==> src/rtl/slt_pkg.sv <==
package slt_pkg;
   localparam int LINE_LG  = 3;   // 8-byte physical line
   localparam int VLINE_LG = 5;   // 32-byte virtual line
   localparam int SUB_W    = VLINE_LG - LINE_LG;
   localparam int SUBS     = 1 << SUB_W;
   localparam int VC_W     = 2;
   localparam logic [VC_W-1:0] VC_FULL = '1;

   typedef enum logic {
      FETCH_LINE  = 1'b0,
      FETCH_VLINE = 1'b1
   } fsize_e;
endpackage

==> src/rtl/slt_dtab.sv <==
module slt_dtab
   import slt_pkg::*;
#(
   parameter int DEPTH = 16,
   parameter int IW    = 4,
   parameter int TAG_W = 23
) (
   input  logic             clk,
   input  logic             rst_n,
   input  logic [IW-1:0]    idx,
   output logic             rd_valid,
   output logic [TAG_W-1:0] rd_tag,
   output logic             rd_sz,
   output logic [VC_W-1:0]  rd_vc,
   output logic [SUBS-1:0]  rd_mask,
   output logic             rd_sr,
   output logic [SUB_W-1:0] rd_fi,
   input  logic             wr_en,
   input  logic [TAG_W-1:0] wr_tag,
   input  logic             wr_sz,
   input  logic [VC_W-1:0]  wr_vc,
   input  logic [SUBS-1:0]  wr_mask,
   input  logic             wr_sr,
   input  logic [SUB_W-1:0] wr_fi
);
   if (DEPTH != (1 << IW)) begin : g_bad_depth
      $error("slt_dtab: DEPTH must equal 2**IW");
   end

   logic             valid_q [DEPTH];
   logic [TAG_W-1:0] tag_q   [DEPTH];
   logic             sz_q    [DEPTH];
   logic [VC_W-1:0]  vc_q    [DEPTH];
   logic [SUBS-1:0]  mask_q  [DEPTH];
   logic             sr_q    [DEPTH];
   logic [SUB_W-1:0] fi_q    [DEPTH];

   always_ff @(posedge clk) begin
      if (!rst_n) begin
         for (int i = 0; i < DEPTH; i++) begin
            valid_q[i] <= 1'b0;
            tag_q[i]   <= '0;
            sz_q[i]    <= 1'b0;
            vc_q[i]    <= '0;
            mask_q[i]  <= '0;
            sr_q[i]    <= 1'b0;
            fi_q[i]    <= '0;
         end
      end else if (wr_en) begin
         valid_q[idx] <= 1'b1;
         tag_q[idx]   <= wr_tag;
         sz_q[idx]    <= wr_sz;
         vc_q[idx]    <= wr_vc;
         mask_q[idx]  <= wr_mask;
         sr_q[idx]    <= wr_sr;
         fi_q[idx]    <= wr_fi;
      end
   end

   assign rd_valid = valid_q[idx];
   assign rd_tag   = tag_q[idx];
   assign rd_sz    = sz_q[idx];
   assign rd_vc    = vc_q[idx];
   assign rd_mask  = mask_q[idx];
   assign rd_sr    = sr_q[idx];
   assign rd_fi    = fi_q[idx];

   // the stored touch count follows the distinct sub-lines recorded, capped at 3
   for (genvar g = 0; g < DEPTH; g++) begin : g_chk
      a_r4_vc_tracks_mask: assert property (@(posedge clk) disable iff (!rst_n)
         valid_q[g] |-> ((mask_q[g] == '1) ? (vc_q[g] == VC_FULL)
                                           : (32'(vc_q[g]) == $countones(mask_q[g]))));
      // a live entry always contains the sub-line that caused its fetch
      a_r6_fi_touched: assert property (@(posedge clk) disable iff (!rst_n)
         valid_q[g] |-> mask_q[g][fi_q[g]]);
   end
endmodule

==> src/rtl/slt_rctr.sv <==
module slt_rctr #(
   parameter int DEPTH = 64,
   parameter int IW    = 6,
   parameter int W     = 4
) (
   input  logic          clk,
   input  logic          rst_n,
   input  logic [IW-1:0] rd_idx,
   output logic          rd_msb,
   input  logic          inc_en,
   input  logic          dec_en,
   input  logic [IW-1:0] upd_idx
);
   if (DEPTH != (1 << IW)) begin : g_bad_depth
      $error("slt_rctr: DEPTH must equal 2**IW");
   end
   if (!(W == 1 || W == 4)) begin : g_bad_width
      $error("slt_rctr: counter width must be 1 or 4");
   end

   // raise and lower requests never coincide
   a_r10_inc_dec_excl: assert property (@(posedge clk) disable iff (!rst_n)
      !(inc_en && dec_en));

   if (W == 1) begin : g_flag
      logic bit_q [DEPTH];
      always_ff @(posedge clk) begin
         if (!rst_n) begin
            for (int i = 0; i < DEPTH; i++) bit_q[i] <= 1'b0;
         end else if (inc_en) begin
            bit_q[upd_idx] <= 1'b1;
         end else if (dec_en) begin
            bit_q[upd_idx] <= 1'b0;
         end
      end
      assign rd_msb = bit_q[rd_idx];
   end else begin : g_sat
      localparam logic [W-1:0] CMAX = '1;
      logic [W-1:0] cnt_q [DEPTH];
      always_ff @(posedge clk) begin
         if (!rst_n) begin
            for (int i = 0; i < DEPTH; i++) cnt_q[i] <= '0;
         end else if (inc_en && cnt_q[upd_idx] != CMAX) begin
            cnt_q[upd_idx] <= cnt_q[upd_idx] + 1'b1;
         end else if (dec_en && cnt_q[upd_idx] != '0) begin
            cnt_q[upd_idx] <= cnt_q[upd_idx] - 1'b1;
         end
      end
      assign rd_msb = cnt_q[rd_idx][W-1];

      a_r8_floor: assert property (@(posedge clk) disable iff (!rst_n)
         (dec_en && cnt_q[upd_idx] == '0) |=> (cnt_q[$past(upd_idx)] == '0));
      a_r8_ceiling: assert property (@(posedge clk) disable iff (!rst_n)
         (inc_en && cnt_q[upd_idx] == CMAX) |=> (cnt_q[$past(upd_idx)] == CMAX));
      a_r3_step_up: assert property (@(posedge clk) disable iff (!rst_n)
         (inc_en && cnt_q[upd_idx] != CMAX) |=>
            (cnt_q[$past(upd_idx)] == $past(cnt_q[upd_idx]) + 1'b1));
   end
endmodule

==> src/rtl/slt_decide.sv <==
module slt_decide
   import slt_pkg::*;
#(
   parameter int AW     = 32,
   parameter int IW     = 4,
   parameter int TAG_W  = 23,
   parameter int REG_LG = 10,
   parameter int RC_IW  = 6
) (
   input  logic             acc_valid,
   input  logic             acc_hit,
   input  logic [SUB_W-1:0] sub,
   input  logic [TAG_W-1:0] cur_tag,
   input  logic [IW-1:0]    dt_idx,
   input  logic             e_valid,
   input  logic [TAG_W-1:0] e_tag,
   input  logic             e_sz,
   input  logic [VC_W-1:0]  e_vc,
   input  logic [SUBS-1:0]  e_mask,
   input  logic             e_sr,
   input  logic [SUB_W-1:0] e_fi,
   input  logic             cnt_msb,
   output logic             wr_en,
   output logic [TAG_W-1:0] n_tag,
   output logic             n_sz,
   output logic [VC_W-1:0]  n_vc,
   output logic [SUBS-1:0]  n_mask,
   output logic             n_sr,
   output logic [SUB_W-1:0] n_fi,
   output logic             inc,
   output logic             dec,
   output logic [RC_IW-1:0] ev_region,
   output logic             fetch_req,
   output logic             fetch_big
);
   logic            dt_hit, fresh, small_reuse, big_reuse;
   logic [SUBS-1:0] sub_oh;
   logic [AW-1:0]   ev_addr;

   assign dt_hit  = e_valid && (e_tag == cur_tag);
   assign sub_oh  = SUBS'(1) << sub;
   assign fresh   = !e_mask[sub];
   assign small_reuse = !acc_hit && (e_sz == FETCH_LINE) && (sub != e_fi);
   assign big_reuse   = (e_sz == FETCH_VLINE) && fresh && (e_vc == VC_FULL - 1'b1);
   assign ev_addr   = {e_tag, dt_idx, {VLINE_LG{1'b0}}};
   assign ev_region = ev_addr[REG_LG +: RC_IW];

   always_comb begin
      wr_en     = 1'b0;
      n_tag     = cur_tag;
      n_sz      = cnt_msb;
      n_vc      = VC_W'(1);
      n_mask    = sub_oh;
      n_sr      = 1'b0;
      n_fi      = sub;
      inc       = 1'b0;
      dec       = 1'b0;
      fetch_req = 1'b0;
      fetch_big = cnt_msb;
      if (acc_valid) begin
         fetch_req = !acc_hit;
         if (dt_hit) begin
            wr_en  = 1'b1;
            n_tag  = e_tag;
            n_sz   = e_sz;
            n_fi   = e_fi;
            n_mask = e_mask | sub_oh;
            n_vc   = (fresh && e_vc != VC_FULL) ? VC_W'(e_vc + 1'b1) : e_vc;
            inc    = !e_sr && (small_reuse || big_reuse);
            n_sr   = e_sr || inc;
         end else if (!acc_hit) begin
            wr_en = 1'b1;
            dec   = e_valid && !e_sr;
         end
      end
   end
endmodule

==> src/rtl/slt_fetch_sel.sv <==
module slt_fetch_sel
   import slt_pkg::*;
#(
   parameter int ADDR_W    = 32,
   parameter int DT_DEPTH  = 16,
   parameter int RC_DEPTH  = 64,
   parameter int REGION_LG = 10,
   parameter int SCTR_W    = 4,
   localparam int DT_IW    = $clog2(DT_DEPTH),
   localparam int RC_IW    = $clog2(RC_DEPTH),
   localparam int TAG_W    = ADDR_W - VLINE_LG - DT_IW
) (
   input  logic              clk,
   input  logic              rst_n,
   input  logic              acc_valid,
   input  logic [ADDR_W-1:0] acc_addr,
   input  logic              acc_hit,
   output logic              fetch_vld,
   output logic              fetch_big,
   output logic              sctr_inc,
   output logic              sctr_dec,
   output logic [RC_IW-1:0]  sctr_region
);
   if (REGION_LG <= VLINE_LG || ADDR_W < REGION_LG + RC_IW || TAG_W < 1) begin : g_bad_geom
      $error("slt_fetch_sel: address geometry inconsistent");
   end

   logic [SUB_W-1:0] sub;
   logic [DT_IW-1:0] dt_idx;
   logic [TAG_W-1:0] cur_tag;
   logic [RC_IW-1:0] cur_region;
   logic             unused_low;

   assign sub        = acc_addr[LINE_LG +: SUB_W];
   assign dt_idx     = acc_addr[VLINE_LG +: DT_IW];
   assign cur_tag    = acc_addr[ADDR_W-1 -: TAG_W];
   assign cur_region = acc_addr[REGION_LG +: RC_IW];
   assign unused_low = ^acc_addr[LINE_LG-1:0];

   logic             e_valid, e_sz, e_sr;
   logic [TAG_W-1:0] e_tag;
   logic [VC_W-1:0]  e_vc;
   logic [SUBS-1:0]  e_mask;
   logic [SUB_W-1:0] e_fi;
   logic             wr_en, n_sz, n_sr;
   logic [TAG_W-1:0] n_tag;
   logic [VC_W-1:0]  n_vc;
   logic [SUBS-1:0]  n_mask;
   logic [SUB_W-1:0] n_fi;
   logic             cnt_msb, inc, dec, fetch_req, fetch_pick;
   logic [RC_IW-1:0] ev_region, upd_idx;

   slt_dtab #(.DEPTH(DT_DEPTH), .IW(DT_IW), .TAG_W(TAG_W)) u_dtab (
      .clk(clk), .rst_n(rst_n), .idx(dt_idx),
      .rd_valid(e_valid), .rd_tag(e_tag), .rd_sz(e_sz), .rd_vc(e_vc),
      .rd_mask(e_mask), .rd_sr(e_sr), .rd_fi(e_fi),
      .wr_en(wr_en), .wr_tag(n_tag), .wr_sz(n_sz), .wr_vc(n_vc),
      .wr_mask(n_mask), .wr_sr(n_sr), .wr_fi(n_fi)
   );

   slt_decide #(.AW(ADDR_W), .IW(DT_IW), .TAG_W(TAG_W),
                .REG_LG(REGION_LG), .RC_IW(RC_IW)) u_dec (
      .acc_valid(acc_valid), .acc_hit(acc_hit), .sub(sub), .cur_tag(cur_tag),
      .dt_idx(dt_idx), .e_valid(e_valid), .e_tag(e_tag), .e_sz(e_sz),
      .e_vc(e_vc), .e_mask(e_mask), .e_sr(e_sr), .e_fi(e_fi),
      .cnt_msb(cnt_msb), .wr_en(wr_en), .n_tag(n_tag), .n_sz(n_sz),
      .n_vc(n_vc), .n_mask(n_mask), .n_sr(n_sr), .n_fi(n_fi),
      .inc(inc), .dec(dec), .ev_region(ev_region),
      .fetch_req(fetch_req), .fetch_big(fetch_pick)
   );

   assign upd_idx = dec ? ev_region : cur_region;

   slt_rctr #(.DEPTH(RC_DEPTH), .IW(RC_IW), .W(SCTR_W)) u_rctr (
      .clk(clk), .rst_n(rst_n), .rd_idx(cur_region), .rd_msb(cnt_msb),
      .inc_en(inc), .dec_en(dec), .upd_idx(upd_idx)
   );

   always_ff @(posedge clk) begin
      if (!rst_n) begin
         fetch_vld   <= 1'b0;
         fetch_big   <= 1'b0;
         sctr_inc    <= 1'b0;
         sctr_dec    <= 1'b0;
         sctr_region <= '0;
      end else begin
         fetch_vld   <= fetch_req;
         fetch_big   <= fetch_req && fetch_pick;
         sctr_inc    <= inc;
         sctr_dec    <= dec;
         sctr_region <= upd_idx;
      end
   end

   a_r2_fetch_after_miss: assert property (@(posedge clk) disable iff (!rst_n)
      fetch_vld |-> $past(acc_valid && !acc_hit));
   a_r2_no_fetch_on_hit: assert property (@(posedge clk) disable iff (!rst_n)
      (acc_valid && acc_hit) |=> !fetch_vld);
   a_r7_dec_after_miss: assert property (@(posedge clk) disable iff (!rst_n)
      sctr_dec |-> $past(acc_valid && !acc_hit));
   a_r10_single_event: assert property (@(posedge clk) disable iff (!rst_n)
      !(sctr_inc && sctr_dec));
   a_r3_inc_needs_access: assert property (@(posedge clk) disable iff (!rst_n)
      sctr_inc |-> $past(acc_valid));
endmodule

==> config.mk <==
export PLATFORM = sky130hd
export DESIGN_NAME = slt_fetch_sel
export DESIGN_NICKNAME = d
export VERILOG_FILES = /design/src/rtl/slt_pkg.sv /design/src/rtl/slt_dtab.sv /design/src/rtl/slt_rctr.sv /design/src/rtl/slt_decide.sv /design/src/rtl/slt_fetch_sel.sv
export SDC_FILE = /design/constraint.sdc
export NUM_CORES = 1
export LEC_CHECK = 0
export BUFFER_PORTS_ARGS = -buffer_cell sky130_fd_sc_hd__buf_2
export CAP_MARGIN = 10
export CELL_PAD_IN_SITES_DETAIL_PLACEMENT = 1
export CELL_PAD_IN_SITES_GLOBAL_PLACEMENT = 1
export CORE_AREA = 2 2 375 377
export DETAILED_ROUTE_END_ITERATION = 6
export DIE_AREA = 0 0 377 379
export PLACE_DENSITY_LB_ADDON = 0.15
export SYNTH_ARGS = -nofsm -noshare
export SYNTH_HDL_FRONTEND = slang
export SYNTH_HIERARCHICAL = 1
export SYNTH_SLANG_ARGS = --single-unit
export TNS_END_PERCENT = 20
==> constraint.sdc <==
create_clock -name clk -period 6.1 [get_ports clk]
set_input_delay 0 -clock clk [delete_from_list [all_inputs] [get_ports clk]]
set_output_delay 0 -clock clk [all_outputs]
set_load 0.01 [all_outputs]
==> flow_summary.toml <==
[floorplan]
io_pins = 46
chipWidth_um = 377
rows = 137
dieArea_um2 = 143000
fp.dieH_um = 379
initial_utilization_pct = 27.9
core_um2 = 139000

[cells_and_area]
seqCellArea_um2 = 23700
fillerInstances = 14400
nets = 3183
multi_input_area_um2 = 14700
fin_cells = 5026
drive_above_1_share_pct = 33.4
area.growth.synth_to_final_pct = 26.2
post-route-util_pct = 35.2

[outcome]
outcome = "complete, but fails checks"
violations = "negative setup slack"

[logic_synthesis]
yosys.area.top_type = "edfxtp_1"
netlist_area_um2 = 38700
synth.most_common_cell = "edfxtp_1"
synth_fp_nets = 2883
syn_area_per_cell_um2 = 13.6
synthTopCellsByCount = "edfxtp_1, and3_1, clkbuf_1"
ys_warn_count = 6
synth_cell_type_count = 84
synth_top_area_share_pct = 58.3
synthTopCellsByArea = "edfxtp_1, mux4_2, and3_1, dfxtp_1, and2_1"
seq_area_frac_synth_pct = 61.3
syn-instance-count = 2844
synthArstFlopShare_pct = 0
synth-seq-cells = 810
synth_edf_count = 752
synthFlopType = "edfxtp_1"

[placed_design]
port_buffers = 42
gp_congestion = 0.862
hpwl_um = 89500
placed_cells = 4759

[worst_hold_path]
min_path_type = "primary input to register"

[grt]
grtUsageTotal_pct = 20.5
grt.overflow.total = 0
grt_max_degree = 85
grt_pass1_vias = 28600
antenna_found_initial = 7
grt_pass1_wl_um = 212000

[cts]
clockBufferDepth = 3
htreeDepth = 3
cts_root_buf = "clkbuf_16"
clk_latency_ns = 0.72
cts.sinks = 810
cts_buffers = 97
clk_pin_slew_ns = 0.06
cts_tree = "built"

[power]
p_total_uw = 13500
leakage_uw = 0.0180
peakVddDrop_mv = 0.205
powerDensity_nw_per_um2 = 276

[sta]
period_minus_slack_ns = 6.24
slew_viol_final = 0
layout_setup_ws_ns = -0.138
setup_viol = 86
max_slew_margin_pct = 22.5
fin_crit_sh_pct = 102
rsz0062_at_grt = "yes"
skew_ns = 0.0416
fmax_mhz = 160
worstMarginPinSlew_ns = 1.16
hold_violations = 0

[worst_setup_path]
crit_path_end_kind = "register"
crit_top_cell = "buf_4"
crit_buf_inv = 6
crit_path_max_incr_delay_ns = 0.47
criticalPathCategory = "register to register"
cp_top_family = "simple AND/OR/NAND/NOR gates"
critPathRequiredTime_ns = 6.64
critPathArrivalTime_ns = 6.78
startpoint_type = "register"
cp_slowest_cell = "mux4_2"
crit_path_max_fanout = 8

[routing]
wirelength_um = 149000
wire_per_inst_um = 29.7
drtPass1Iterations = 5
drt_iter0_drc = 2136
vias_per_cell = 5.31
vias = 26700
ant_nets = 0
drc_errors = 0

[flow_run]
maxCapViolCount = 0
[cell usage in the layout (no fill, tap or decap), types with 13 or more instances in the layout]
cell | synthesis | final
o21ai_1 | 10 | 40
o22ai_1 | 20 | 16
nor3_1 | 123 | 71
and3_1 | 376 | 375
clkbuf_1 | 198 | 30
mux2i_1 | 65 | 57
clkbuf_16 | 0 | 98
and2_1 | 140 | 138
nand3_1 | 50 | 43
a21oi_1 | 19 | 13
buf_12 | 0 | 69
a22oi_2 | 8 | 19
dlygate4sd3_1 | 0 | 30
buf_2 | 88 | 42
o21ai_4 | 0 | 13
o21ai_0 | 90 | 44
a22oi_1 | 80 | 69
buf_4 | 27 | 354
buf_6 | 21 | 37
nand2_1 | 106 | 98
edfxtp_1 | 752 | 752
mux4_2 | 165 | 165
a21o_1 | 16 | 16
clkinv_1 | 1 | 23
nor2_1 | 131 | 128
nor3_4 | 0 | 13
dfxtp_1 | 58 | 58
nor3_2 | 28 | 67
[metal layers]
| metal | global-route usage, % | vias up | part of all wire [%] |
|---|---|---|---|
| li1 | - | 11500 | - |
| met1 | 26.9 | 14300 | 43 |
| met2 | 36.1 | 646 | 50 |
| met3 | 2.33 | 190 | 3.8 |
| met4 | 5.14 | 0 | 2.7 |
| met5 | 0 | - | 0 |
[stage by stage]
step | hold slack, ns | setup TNS, ns | worst slack (ns) | instance area, µm²
2_1_floorplan | 0.122 | 0 | 0.0419 | 38700
3_3_place_gp | 0.375 | -520.23 | -1.23 | 43600
3_5_place_dp | 0.372 | -524.92 | -1.27 | 43600
4_1_cts | 0.00148 | -5.30 | -0.116 | 47800
5_1_grt | 0.0172 | -73.64 | -0.387 | 48900
6_report | 0.0615 | -5.03 | -0.138 | 48900
[worst paths after layout]
path,end,slack [ns],startpoint,cells after the start
worst min register to register,u_dtab/valid_q[4],0.46,u_dtab/valid_q[4],1
worst max-delay path,u_rctr/g_sat.cnt_q[7][2],-0.14,u_dtab/tag_q[10][12],28
worst min-delay path,u_dtab/tag_q[15][4],0.06,acc_addr[13],3
worst max register to register,u_rctr/g_sat.cnt_q[7][2],-0.14,u_dtab/tag_q[10][12],28
[layout make-up]
class                   instances  area share, %
diodes                          2         0.0102
clock buffers                 127           5.20
clock inverters                45          0.817
inverters                      13         0.0999
multi-input cells            1678           30.0
flip-flops and latches        810           48.6
well taps                    1807           4.63
repair buffers                544           10.6
[flip-flops by register name, summed over array words and instances, names as in the netlist]
signal              count
fetch_big               1
fetch_vld               1
sctr_dec                1
sctr_inc                1
sctr_region             6
u_dtab/fi_q            32
u_dtab/mask_q          64
u_dtab/sr_q            16
u_dtab/sz_q            16
u_dtab/tag_q          368
u_dtab/valid_q         16
u_dtab/vc_q            32
u_rctr/g_sat.cnt_q    256
[what timing repair did]
item | in CTS | in global routing
hold buffers | 31 | 0
resized for setup | 155 | 162
setup endpoints to repair | 512 | 512
pin swaps | 48 | 51
buffers inserted | 30 | 29
endpoints found under the hold margin | 333 | 0
cloned | 5 | 2
[worst reg2reg max path, delay by kind of cell, from the launching register on]
kind	cells	cell delay, ns
flip-flops	1	0.37
multiplexers	2	0.86
adder cells (fa/ha/maj)	1	0.25
buffers and inverters	6	1.07
AO/OA/AOI/OAI	8	1.56
AND/OR/NAND/NOR	10	1.71
XOR/XNOR	1	0.24
[power by group]
group	total, µW	switching (µW)	internal [µW]
registers	6390	84.0	6300
clock network	5480	2420	3070
logic	1590	971	621
[logic make-up after synthesis]
logic type / after synthesis / share of synthesized area [%]
and+or+nand+nor: 1072 / 15.9
DFF: 810 / 61.3
AOI/OAI and AO/OA: 333 / 5.94
buffers and inverters: 358 / 4.43
adders and majority gates: 3 / 0.0970
muxes: 242 / 11.7
xor gates and xnor gates: 26 / 0.588
No activity file was read; power rests on OpenSTA's default activity.
